**src/rtl/mbt_pkg.sv**
```systemverilog
package mbt_pkg;
  typedef enum logic [4:0] {
    ST_IDLE, ST_D_WR, ST_D_RD, ST_D_W1, ST_D_CMP,
    ST_A_FILL, ST_A_MARK, ST_A_RD, ST_A_W1, ST_A_CMP, ST_A_REST,
    ST_C_SET, ST_C_RD, ST_C_W1, ST_C_CMP, ST_C_REST
  } mbt_state_e;

  typedef enum logic [1:0] {
    FS_NONE = 2'd0,
    FS_DATA = 2'd1,
    FS_MARK = 2'd2,
    FS_WALK = 2'd3
  } mbt_stage_e;
endpackage

```
**src/rtl/mbt_port.sv**
```systemverilog
module mbt_port #(
  parameter int ADDR_W = 16,
  parameter int DATA_W = 16
) (
  input  logic              clk,
  input  logic              rst,
  input  logic              req_we,
  input  logic              req_re,
  input  logic [ADDR_W-1:0] req_addr,
  input  logic [DATA_W-1:0] req_wdata,
  output logic [ADDR_W-1:0] mem_addr,
  output logic [DATA_W-1:0] mem_wdata,
  output logic              mem_we,
  output logic              mem_re
);
  always_ff @(posedge clk) begin
    if (rst) begin
      mem_addr  <= '0;
      mem_wdata <= '0;
      mem_we    <= 1'b0;
      mem_re    <= 1'b0;
    end else begin
      mem_addr  <= req_addr;
      mem_wdata <= req_wdata;
      mem_we    <= req_we;
      mem_re    <= req_re;
    end
  end

  // the port never reads and writes in one cycle
  p_one_op_r9: assert property (@(posedge clk) disable iff (rst)
    !(mem_we && mem_re));
endmodule

```
**src/rtl/mbt_check.sv**
```systemverilog
module mbt_check #(
  parameter int DATA_W = 16
) (
  input  logic              clk,
  input  logic              rst,
  input  logic              req_re,
  input  logic [DATA_W-1:0] req_exp,
  input  logic              mem_re,
  input  logic [DATA_W-1:0] mem_rdata,
  output logic              cmp_vld,
  output logic              cmp_bad
);
  logic              vld1, vld2;
  logic [DATA_W-1:0] exp1, exp2;

  always_ff @(posedge clk) begin
    if (rst) begin
      vld1 <= 1'b0;
      vld2 <= 1'b0;
      exp1 <= '0;
      exp2 <= '0;
    end else begin
      vld1 <= req_re;
      exp1 <= req_exp;
      vld2 <= vld1;
      exp2 <= exp1;
    end
  end

  assign cmp_vld = vld2;
  assign cmp_bad = vld2 && (mem_rdata != exp2);

  // a compare is only offered one cycle after the port showed a read
  p_rd_latency_r9: assert property (@(posedge clk) disable iff (rst)
    cmp_vld |-> $past(mem_re));
endmodule

```
**src/rtl/mbt_ctrl.sv**
```systemverilog
module mbt_ctrl
  import mbt_pkg::*;
#(
  parameter int ADDR_W = 16,
  parameter int DATA_W = 16,
  parameter int SW     = 5,
  parameter int IW     = 16,
  parameter int CW     = 5
) (
  input  logic              clk,
  input  logic              rst,
  input  logic              start,
  input  logic [ADDR_W-1:0] base_addr,
  input  logic [SW-1:0]     size_lg,
  input  logic              cmp_vld,
  input  logic              cmp_bad,
  output logic              req_we,
  output logic              req_re,
  output logic [ADDR_W-1:0] req_addr,
  output logic [DATA_W-1:0] req_wdata,
  output logic [DATA_W-1:0] req_exp,
  output logic              done,
  output logic              pass,
  output mbt_stage_e        fail_stage,
  output logic [IW-1:0]     fail_info
);
  localparam int BW = $clog2(DATA_W + 1);

  function automatic logic [DATA_W-1:0] alt_pat();
    logic [DATA_W-1:0] p;
    for (int i = 0; i < DATA_W; i++) p[i] = (i % 2) == 1;
    return p;
  endfunction

  localparam logic [DATA_W-1:0] BG = alt_pat();
  localparam logic [DATA_W-1:0] MK = ~BG;

  function automatic logic [ADDR_W-1:0] slot_off(input logic [CW-1:0] k);
    if (k == '0) return '0;
    return ADDR_W'(1) << (k - CW'(1));
  endfunction

  mbt_state_e        state;
  logic [BW-1:0]     bit_i;
  logic [CW-1:0]     s_q, t_q, nb_q;
  logic [ADDR_W-1:0] base_q;
  logic [CW-1:0]     rslot;
  logic [DATA_W-1:0] walk_pat;
  logic              s_in, t_in;

  assign walk_pat = DATA_W'(1) << bit_i;
  assign s_in     = s_q <= nb_q;
  assign t_in     = t_q <= nb_q;

  always_comb begin
    req_we    = 1'b0;
    req_re    = 1'b0;
    rslot     = '0;
    req_wdata = '0;
    req_exp   = '0;
    unique case (state)
      ST_D_WR:   begin req_we = 1'b1; req_wdata = walk_pat; end
      ST_D_RD:   begin req_re = 1'b1; req_exp   = walk_pat; end
      ST_A_FILL: if (s_in) begin req_we = 1'b1; rslot = s_q; req_wdata = BG; end
      ST_A_MARK: begin req_we = 1'b1; req_wdata = MK; end
      ST_A_RD:   if (s_in) begin req_re = 1'b1; rslot = s_q; req_exp = BG; end
      ST_A_REST: begin req_we = 1'b1; req_wdata = BG; end
      ST_C_SET:  if (t_in) begin req_we = 1'b1; rslot = t_q; req_wdata = MK; end
      ST_C_RD:   if (s_in && s_q != t_q) begin
                   req_re = 1'b1; rslot = s_q; req_exp = BG;
                 end
      ST_C_REST: begin req_we = 1'b1; rslot = t_q; req_wdata = BG; end
      default: ;
    endcase
    req_addr = base_q | slot_off(rslot);
  end

  always_ff @(posedge clk) begin
    if (rst) begin
      state      <= ST_IDLE;
      done       <= 1'b0;
      pass       <= 1'b0;
      fail_stage <= FS_NONE;
      fail_info  <= '0;
      bit_i      <= '0;
      s_q        <= '0;
      t_q        <= '0;
      nb_q       <= '0;
      base_q     <= '0;
    end else begin
      unique case (state)
        ST_IDLE: if (start) begin
          base_q     <= base_addr;
          nb_q       <= (int'(size_lg) > ADDR_W) ? CW'(ADDR_W) : CW'(size_lg);
          done       <= 1'b0;
          pass       <= 1'b0;
          fail_stage <= FS_NONE;
          fail_info  <= '0;
          bit_i      <= '0;
          state      <= ST_D_WR;
        end
        ST_D_WR: state <= ST_D_RD;
        ST_D_RD: state <= ST_D_W1;
        ST_D_W1: state <= ST_D_CMP;
        ST_D_CMP: begin
          if (cmp_bad) begin
            done       <= 1'b1;
            fail_stage <= FS_DATA;
            fail_info  <= IW'(walk_pat);
            state      <= ST_IDLE;
          end else if (bit_i == BW'(DATA_W - 1)) begin
            s_q   <= CW'(1);
            state <= ST_A_FILL;
          end else begin
            bit_i <= bit_i + BW'(1);
            state <= ST_D_WR;
          end
        end
        ST_A_FILL: begin
          if (s_in) s_q <= s_q + CW'(1);
          else begin
            s_q   <= CW'(1);
            state <= ST_A_MARK;
          end
        end
        ST_A_MARK: state <= ST_A_RD;
        ST_A_RD:   state <= s_in ? ST_A_W1 : ST_A_REST;
        ST_A_W1:   state <= ST_A_CMP;
        ST_A_CMP: begin
          if (cmp_bad) begin
            done       <= 1'b1;
            fail_stage <= FS_MARK;
            fail_info  <= IW'(base_q | slot_off(s_q));
            state      <= ST_IDLE;
          end else begin
            s_q   <= s_q + CW'(1);
            state <= ST_A_RD;
          end
        end
        ST_A_REST: begin
          t_q   <= CW'(1);
          state <= ST_C_SET;
        end
        ST_C_SET: begin
          if (t_in) begin
            s_q   <= '0;
            state <= ST_C_RD;
          end else begin
            done  <= 1'b1;
            pass  <= 1'b1;
            state <= ST_IDLE;
          end
        end
        ST_C_RD: begin
          if (!s_in)           state <= ST_C_REST;
          else if (s_q == t_q) s_q   <= s_q + CW'(1);
          else                 state <= ST_C_W1;
        end
        ST_C_W1: state <= ST_C_CMP;
        ST_C_CMP: begin
          if (cmp_bad) begin
            done       <= 1'b1;
            fail_stage <= FS_WALK;
            fail_info  <= IW'(base_q | slot_off(t_q));
            state      <= ST_IDLE;
          end else begin
            s_q   <= s_q + CW'(1);
            state <= ST_C_RD;
          end
        end
        ST_C_REST: begin
          t_q   <= t_q + CW'(1);
          state <= ST_C_SET;
        end
        default: state <= ST_IDLE;
      endcase
    end
  end

  // every compare state sees data that the check pipeline marked valid
  p_cmp_aligned_r9: assert property (@(posedge clk) disable iff (rst)
    (state == ST_D_CMP || state == ST_A_CMP || state == ST_C_CMP) |-> cmp_vld);

  // results stay frozen while no start arrives
  p_result_hold_r8: assert property (@(posedge clk) disable iff (rst)
    (done && !start) |=> (done && $stable(pass) && $stable(fail_info)));

  // an accepted start clears done on the next edge
  p_start_clears_r8: assert property (@(posedge clk) disable iff (rst)
    (state == ST_IDLE && start) |=> !done);

  // a pass never carries a failure code
  p_pass_clean_r7: assert property (@(posedge clk) disable iff (rst)
    pass |-> (fail_stage == FS_NONE && fail_info == '0));
endmodule

```
**src/rtl/membus_wiring_bist.sv**
```systemverilog
module membus_wiring_bist #(
  parameter int ADDR_W = 16,
  parameter int DATA_W = 16,
  localparam int SW = $clog2(ADDR_W + 1),
  localparam int IW = (ADDR_W > DATA_W) ? ADDR_W : DATA_W
) (
  input  logic              clk,
  input  logic              rst,
  input  logic              start,
  input  logic [ADDR_W-1:0] base_addr,
  input  logic [SW-1:0]     size_lg,
  input  logic [DATA_W-1:0] mem_rdata,
  output logic [ADDR_W-1:0] mem_addr,
  output logic [DATA_W-1:0] mem_wdata,
  output logic              mem_we,
  output logic              mem_re,
  output logic              done,
  output logic              pass,
  output logic [1:0]        fail_stage,
  output logic [IW-1:0]     fail_info
);
  import mbt_pkg::*;

  localparam int CW = $clog2(ADDR_W + 2);

  logic              req_we, req_re;
  logic [ADDR_W-1:0] req_addr;
  logic [DATA_W-1:0] req_wdata, req_exp;
  logic              cmp_vld, cmp_bad;
  mbt_stage_e        stage_w;

  mbt_ctrl #(
    .ADDR_W(ADDR_W), .DATA_W(DATA_W), .SW(SW), .IW(IW), .CW(CW)
  ) u_ctrl (
    .clk(clk), .rst(rst), .start(start), .base_addr(base_addr),
    .size_lg(size_lg), .cmp_vld(cmp_vld), .cmp_bad(cmp_bad),
    .req_we(req_we), .req_re(req_re), .req_addr(req_addr),
    .req_wdata(req_wdata), .req_exp(req_exp), .done(done), .pass(pass),
    .fail_stage(stage_w), .fail_info(fail_info)
  );

  mbt_port #(.ADDR_W(ADDR_W), .DATA_W(DATA_W)) u_port (
    .clk(clk), .rst(rst), .req_we(req_we), .req_re(req_re),
    .req_addr(req_addr), .req_wdata(req_wdata), .mem_addr(mem_addr),
    .mem_wdata(mem_wdata), .mem_we(mem_we), .mem_re(mem_re)
  );

  mbt_check #(.DATA_W(DATA_W)) u_check (
    .clk(clk), .rst(rst), .req_re(req_re), .req_exp(req_exp),
    .mem_re(mem_re), .mem_rdata(mem_rdata), .cmp_vld(cmp_vld),
    .cmp_bad(cmp_bad)
  );

  assign fail_stage = stage_w;
endmodule

```
**config.mk**
```make
export PLATFORM = sky130hd
export DESIGN_NAME = membus_wiring_bist
export DESIGN_NICKNAME = d
export VERILOG_FILES = /design/src/rtl/mbt_pkg.sv /design/src/rtl/mbt_port.sv /design/src/rtl/mbt_check.sv /design/src/rtl/mbt_ctrl.sv /design/src/rtl/membus_wiring_bist.sv
export SDC_FILE = /design/constraint.sdc
export NUM_CORES = 1
export LEC_CHECK = 0
export CAP_MARGIN = 40
export CORE_UTILIZATION = 50
export CTS_CLUSTER_DIAMETER = 120
export DETAILED_ROUTE_END_ITERATION = 8
export GPL_TIMING_DRIVEN = 0
export PLACE_DENSITY = 0.77
export SETUP_SLACK_MARGIN = 0.3
export SYNTH_ARGS = -nofsm -noshare
export SYNTH_HDL_FRONTEND = slang
export SYNTH_HIERARCHICAL = 1
export SYNTH_SLANG_ARGS = --single-unit
```
**constraint.sdc**
```tcl
create_clock -name clk -period 9.1 [get_ports clk]
set_clock_uncertainty 0.2 [all_clocks]
set_input_delay 1.365 -clock clk [delete_from_list [all_inputs] [get_ports clk]]
set_output_delay 1.365 -clock clk [all_outputs]
set_load 0.05 [all_outputs]
```
# == Yosys cells after proc, flatten, opt, wreduce, memory -nomap -nowiden ==
# Index checks and enable logic that the tools add are counted.
# W data, S select, Z words.
# op_classes
add_sub_neg,6
n_lt_le_gt_ge,3
eq_ne,34
shift,4
muxes,75
n_bitwise,3
reduce_logical,24
# op_table
op,n
$mux W16,18
$mux W5,19
$pmux W16 S5,1
$pmux W5 S15,1
$pmux W16 S4,1
$shl A1 B5 Y16 const A,4
$or A16 B16 Y16,3
$pmux W16 S3,1
$eq A5 B4 Y1 const B,9
$pmux W5 S5,1
$eq A5 B3 Y1 const B,4
$logic_not A5 Y1,4
$pmux W5 S2,2
$pmux W5 S4,1
$ne A2 B2 Y1 const B,9
$ne A16 B16 Y1,1
$add A5 B1 Y5 const B,3
$mux W1,15
$mux W15,1
$sub A5 B1 Y5 const B,3
$eq A5 B2 Y1 const B,2
$le A5 B5 Y1,2
$mux W2,5
$ne A2 B1 Y1 const B,5
other kinds (23),34
# totals
ff_bits,128
in_bits,40
wordCells,166

# == Logic depth before layout (Yosys ltp) ==
# logic_depth
ltp_word,12
ltp_mapped,11
ltp_nobuf,10

# == By module ==
# Netlist, hierarchy kept.
# by_module_without_submodules
module,n_inst,cells_each,area_each_um2,seq_area_each_um2
mbt_ctrl,1,602,4478.0,1201.2
mbt_check,1,92,1081.0,680.7
mbt_port,1,71,937.1,680.7

# == Least setup slack after synthesis ==
# OpenSTA, ideal clock, no wires.
# synth_timing
kind,input port to flip-flop
startpoint,input mem_rdata[10]
endpoint,register u_ctrl.s_q[4]
t_arrival_ps,3545
required_time_ps,8830
slack_ps,5284
cell_stages,11
path_buffers,1
path_cell_list,xnor2_1 nand4_1 o41a_1 buf_2 clkinv_2 a21oi_1 or3_1 a21oi_2 o211ai_4 or4_1 a21oi_1
# synth_between
elab_chain_cells,4
# synth_rtl
item,line_no,rtl
from (decl),membus_wiring_bist.sv:12,"input logic [DATA_W-1:0] mem_rdata,"
$ne A16 B16 Y1 (*),mbt_check.sv:31,assign cmp_bad = vld2 && (mem_rdata != exp2);
$logic_and A1 B1 Y1 (*),mbt_check.sv:31,
named net cmp_bad,membus_wiring_bist.sv:29,"logic cmp_vld, cmp_bad;"
$ne A2 B2 Y1 (no source line),n/a,
$reduce_and A7 Y1 (no source line) (*),n/a,
to (signal assigned),mbt_ctrl.sv:120,if (s_in) s_q <= s_q + CW'(1);
to (signal assigned),mbt_ctrl.sv:136,s_q <= s_q + CW'(1);
to (signal assigned),mbt_ctrl.sv:156,else if (s_q == t_q) s_q <= s_q + CW'(1);
to (decl),mbt_ctrl.sv:45,"logic [CW-1:0] s_q, t_q, nb_q;"
# Mark *: on every way through the listed nets, which the timed path passes. The rest lies on a longest branch.
# A chain may end at the register's enable or synchronous reset.

# == Worst setup path in the final report ==
# layout_timing
startpoint,input mem_rdata[11]
endpoint,register u_ctrl.s_q[3]
# Same word-level chain as after synthesis.

==> impl_metrics.ini <==
[outcome]
run_status = complete, no violations

[sta]
period_share = 0.473
finalWorstSetupSlack_ns = 4.80
fin_tns_setup_ns = 0
slew_viol_final = 0
fmaxAchievable_ghz = 0.232
period_needed_ns = 4.30
setup_viol = 0
tightest_slew_ns = 0.671
hold_violations = 0
timing.hold.ws_ns = 0.232
grt_setup_unrepaired = no
slew_headroom = 0.551

[logic_synthesis]
ys_ff_latch = 128
ys_types = 82
seq_area_frac_synth = 0.394
synth_nets = 834
synthFlopType = dfxtp_1
yosysWarnings = 6
synthCells = 765
syn_area_mm2 = 0.00650
synth_edf_count = 0
async_reset_ff_frac = 0
avgSynthCellArea_um2 = 8.49

[clock_network]
post-cts-setup-buffer-count = 0
cts_hold_buffers = 0
cts_resized = 0
clk_latency_ns = 0.42
path_clk_slew_ns = 0.06
h-tree-depth = 4
cts-root-buf = clkbuf_16
clock_path_buffers = 2
cts.sinks = 128
cts_tree = built
cts_buffers = 17

[cells_and_area]
drive_gt1_frac = 0.0989
final_nets = 946
finalInstanceArea_mm2 = 0.00829
final_core_util = 0.657
instances_no_fill = 1062
diodes = 0
fillers = 1035
syn2layout_area_growth_pct = 27.6

[placement]
dp_hpwl_um = 14200
place.gp.congestion = 0.904
placed_cell_area_mm2 = 0.00764
dp_slack_ns = 4.37
io_buffers = 93
dp_cells = 1030

[floorplanning]
io_pins = 94
row_count = 41
die_height_um = 116
core-area_mm2 = 0.0126
die_width_um = 116
initial_core_util = 0.515
die_area_mm2 = 0.0135

[detailed_routing]
initialDrtViolationCount = 427
drc = 0
vias = 5969
vias_per_cell = 5.62
ant_nets = 0
wirelength_um = 18900
drt-wirelength-per-cell_um = 17.8
drt_first_pass_iters = 5

[critical_path]
endpoint_kind = flop
crit_required_ns = 9.24
cpMostUsedCell = a21oi_1
reg2regPathDepth = 10
path_delay_family = compound AO/OA/AOI/OAI gates
crit_buf_inv = 3
critPathMaxFanout = 9
criticalPathCategory = primary input to flop
ff2ff_setup_slack_ns = 5.82
worst_path_largest_cell_delay_ns = 0.53
timing.rr.end = u_port/mem_addr[1]$_SDFF_PP0_
startpoint = mem_rdata[11]
start_kind = primary input
cp_slowest_cell = or4_1
reg2reg_from = u_ctrl/t_q[0]$_SDFFE_PP0P_
cp_data_arrival_time_ns = 4.44
path_cells = clkdlybuf4s50_1 > xnor2_1 > nand4_1 > o41a_1 > buf_2 > clkinv_2 > a21oi_1 > or3_1 > a21oi_2 > o211ai_4 > or4_1 > a21oi_1

[grt]
antenna_found_initial = 0
grt_pass1_vias = 5601
gr-total-overflow = 0
grt_pass1_wl_um = 28900
grt_max_degree = 17
grt.total_usage = 0.287

[power_and_ir_drop]
power_density_mw_per_mm2 = 259
vdd_drop_max_uv = 137
p_total_mw = 2.14
p_leak_nw = 3.08

[worst_hold_path]
hold_path.class = flop to flop
min-delay-start = u_check/exp1[1]$_SDFF_PP0_
worstHoldPathCells = 1
whs_endpoint = u_check/exp2[1]$_SDFF_PP0_

[flow_run]
maxCapViolations = 0
## sequential cells by signal, indices dropped and copies added, names as in the netlist, 16 cells and up
signal,count
u_check/exp1,16
u_check/exp2,16
u_ctrl/base_q,16
u_ctrl/fail_info,16
u_port/mem_addr,16
u_port/mem_wdata,16
## placed cells by master, fill, tap and decap left out, drive strengths merged, types with 3 or more instances in the layout
cell / n
xnor2: 23
buf: 25
inv: 20
or4: 6
a311oi: 3
nor2: 57
a31oi: 14
nand3: 10
a22oi: 5
nor2b: 73
a21oi: 52
a22o: 5
a31o: 5
dfxtp: 128
clkdlybuf4s50: 93
clkinv: 5
and2: 3
a21o: 12
clkbuf: 46
o21ai: 48
o31ai: 4
nand3b: 7
nor3: 18
o22ai: 19
ha: 29
or4b: 3
nand4: 8
bufinv: 4
nand2: 95
and2b: 4
and3: 4
nand2b: 5
or3: 14
## area by class of cell
cell class,count,area (um2),share of cell area
Buffer,50,263,0.0317
Clock buffer,21,470,0.0568
Clock inverter,11,175,0.0211
Inverter,20,76.3,0.00921
Multi-Input combinational cell,567,3590,0.434
Sequential cell,128,2560,0.309
Tap cell,172,215,0.0260
Timing Repair Buffer,93,931,0.112
## routing by layer
| layer | share of wire | global-route usage |
|---|---|---|
| met5 | 0 | 0 |
| met4 | 0.027 | 0.126 |
| met3 | 0.067 | 0.0685 |
| met2 | 0.47 | 0.466 |
| met1 | 0.44 | 0.364 |
## Yosys cell counts, types with 6 or more instances
library cell / instances / area [um2]
o21ai_1: 8 / 40.0
a21o_1: 12 / 90.1
nor2_1: 57 / 214
nor3_1: 13 / 65.1
xnor2_1: 23 / 201
a31oi_1: 14 / 87.6
clkbuf_1: 25 / 93.8
buf_2: 12 / 60.1
nand4_1: 8 / 50.1
inv_1: 17 / 63.8
o21ai_0: 39 / 195
o22ai_1: 18 / 113
nor2b_1: 73 / 457
nand3_1: 10 / 50.1
ha_1: 29 / 363
or3_1: 13 / 81.3
dfxtp_1: 128 / 2560
nand3b_1: 7 / 52.6
buf_6: 6 / 67.6
nand2_1: 94 / 353
a21oi_1: 49 / 245
## report_power, final
group | internal (mW) | leakage, nW | switching [mW] | total, mW
registers | 0.624 | 1.04 | 0.0422 | 0.666
logic | 0.255 | 1.73 | 0.491 | 0.745
clock network | 0.482 | 0.310 | 0.251 | 0.733
total | 1.36 | 3.08 | 0.784 | 2.14
## kinds of logic after synthesis
logic type / after synthesis / share of synthesized area
mux: 2 / 0.00327
flops: 128 / 0.394
buf+inv: 70 / 0.0522
simple gates: 315 / 0.257
compound gates: 196 / 0.203
xor+xnor: 25 / 0.0337
fa+ha+maj: 29 / 0.0559
## worst max path at each step
stage               cells after the start                         end  slack (ns)
CTS                                    12  u_ctrl/s_q[4]$_SDFFE_PP0P_        4.81
floorplan                              11  u_ctrl/s_q[4]$_SDFFE_PP0P_        5.28
global placement                       12  u_ctrl/s_q[4]$_SDFFE_PP0P_        4.37
detailed placement                     12  u_ctrl/s_q[3]$_SDFFE_PP0P_        4.37
finish                                 12  u_ctrl/s_q[3]$_SDFFE_PP0P_        4.80
global route                           12  u_ctrl/s_q[4]$_SDFFE_PP0P_        4.58
Power figures use the tool's default switching activity.
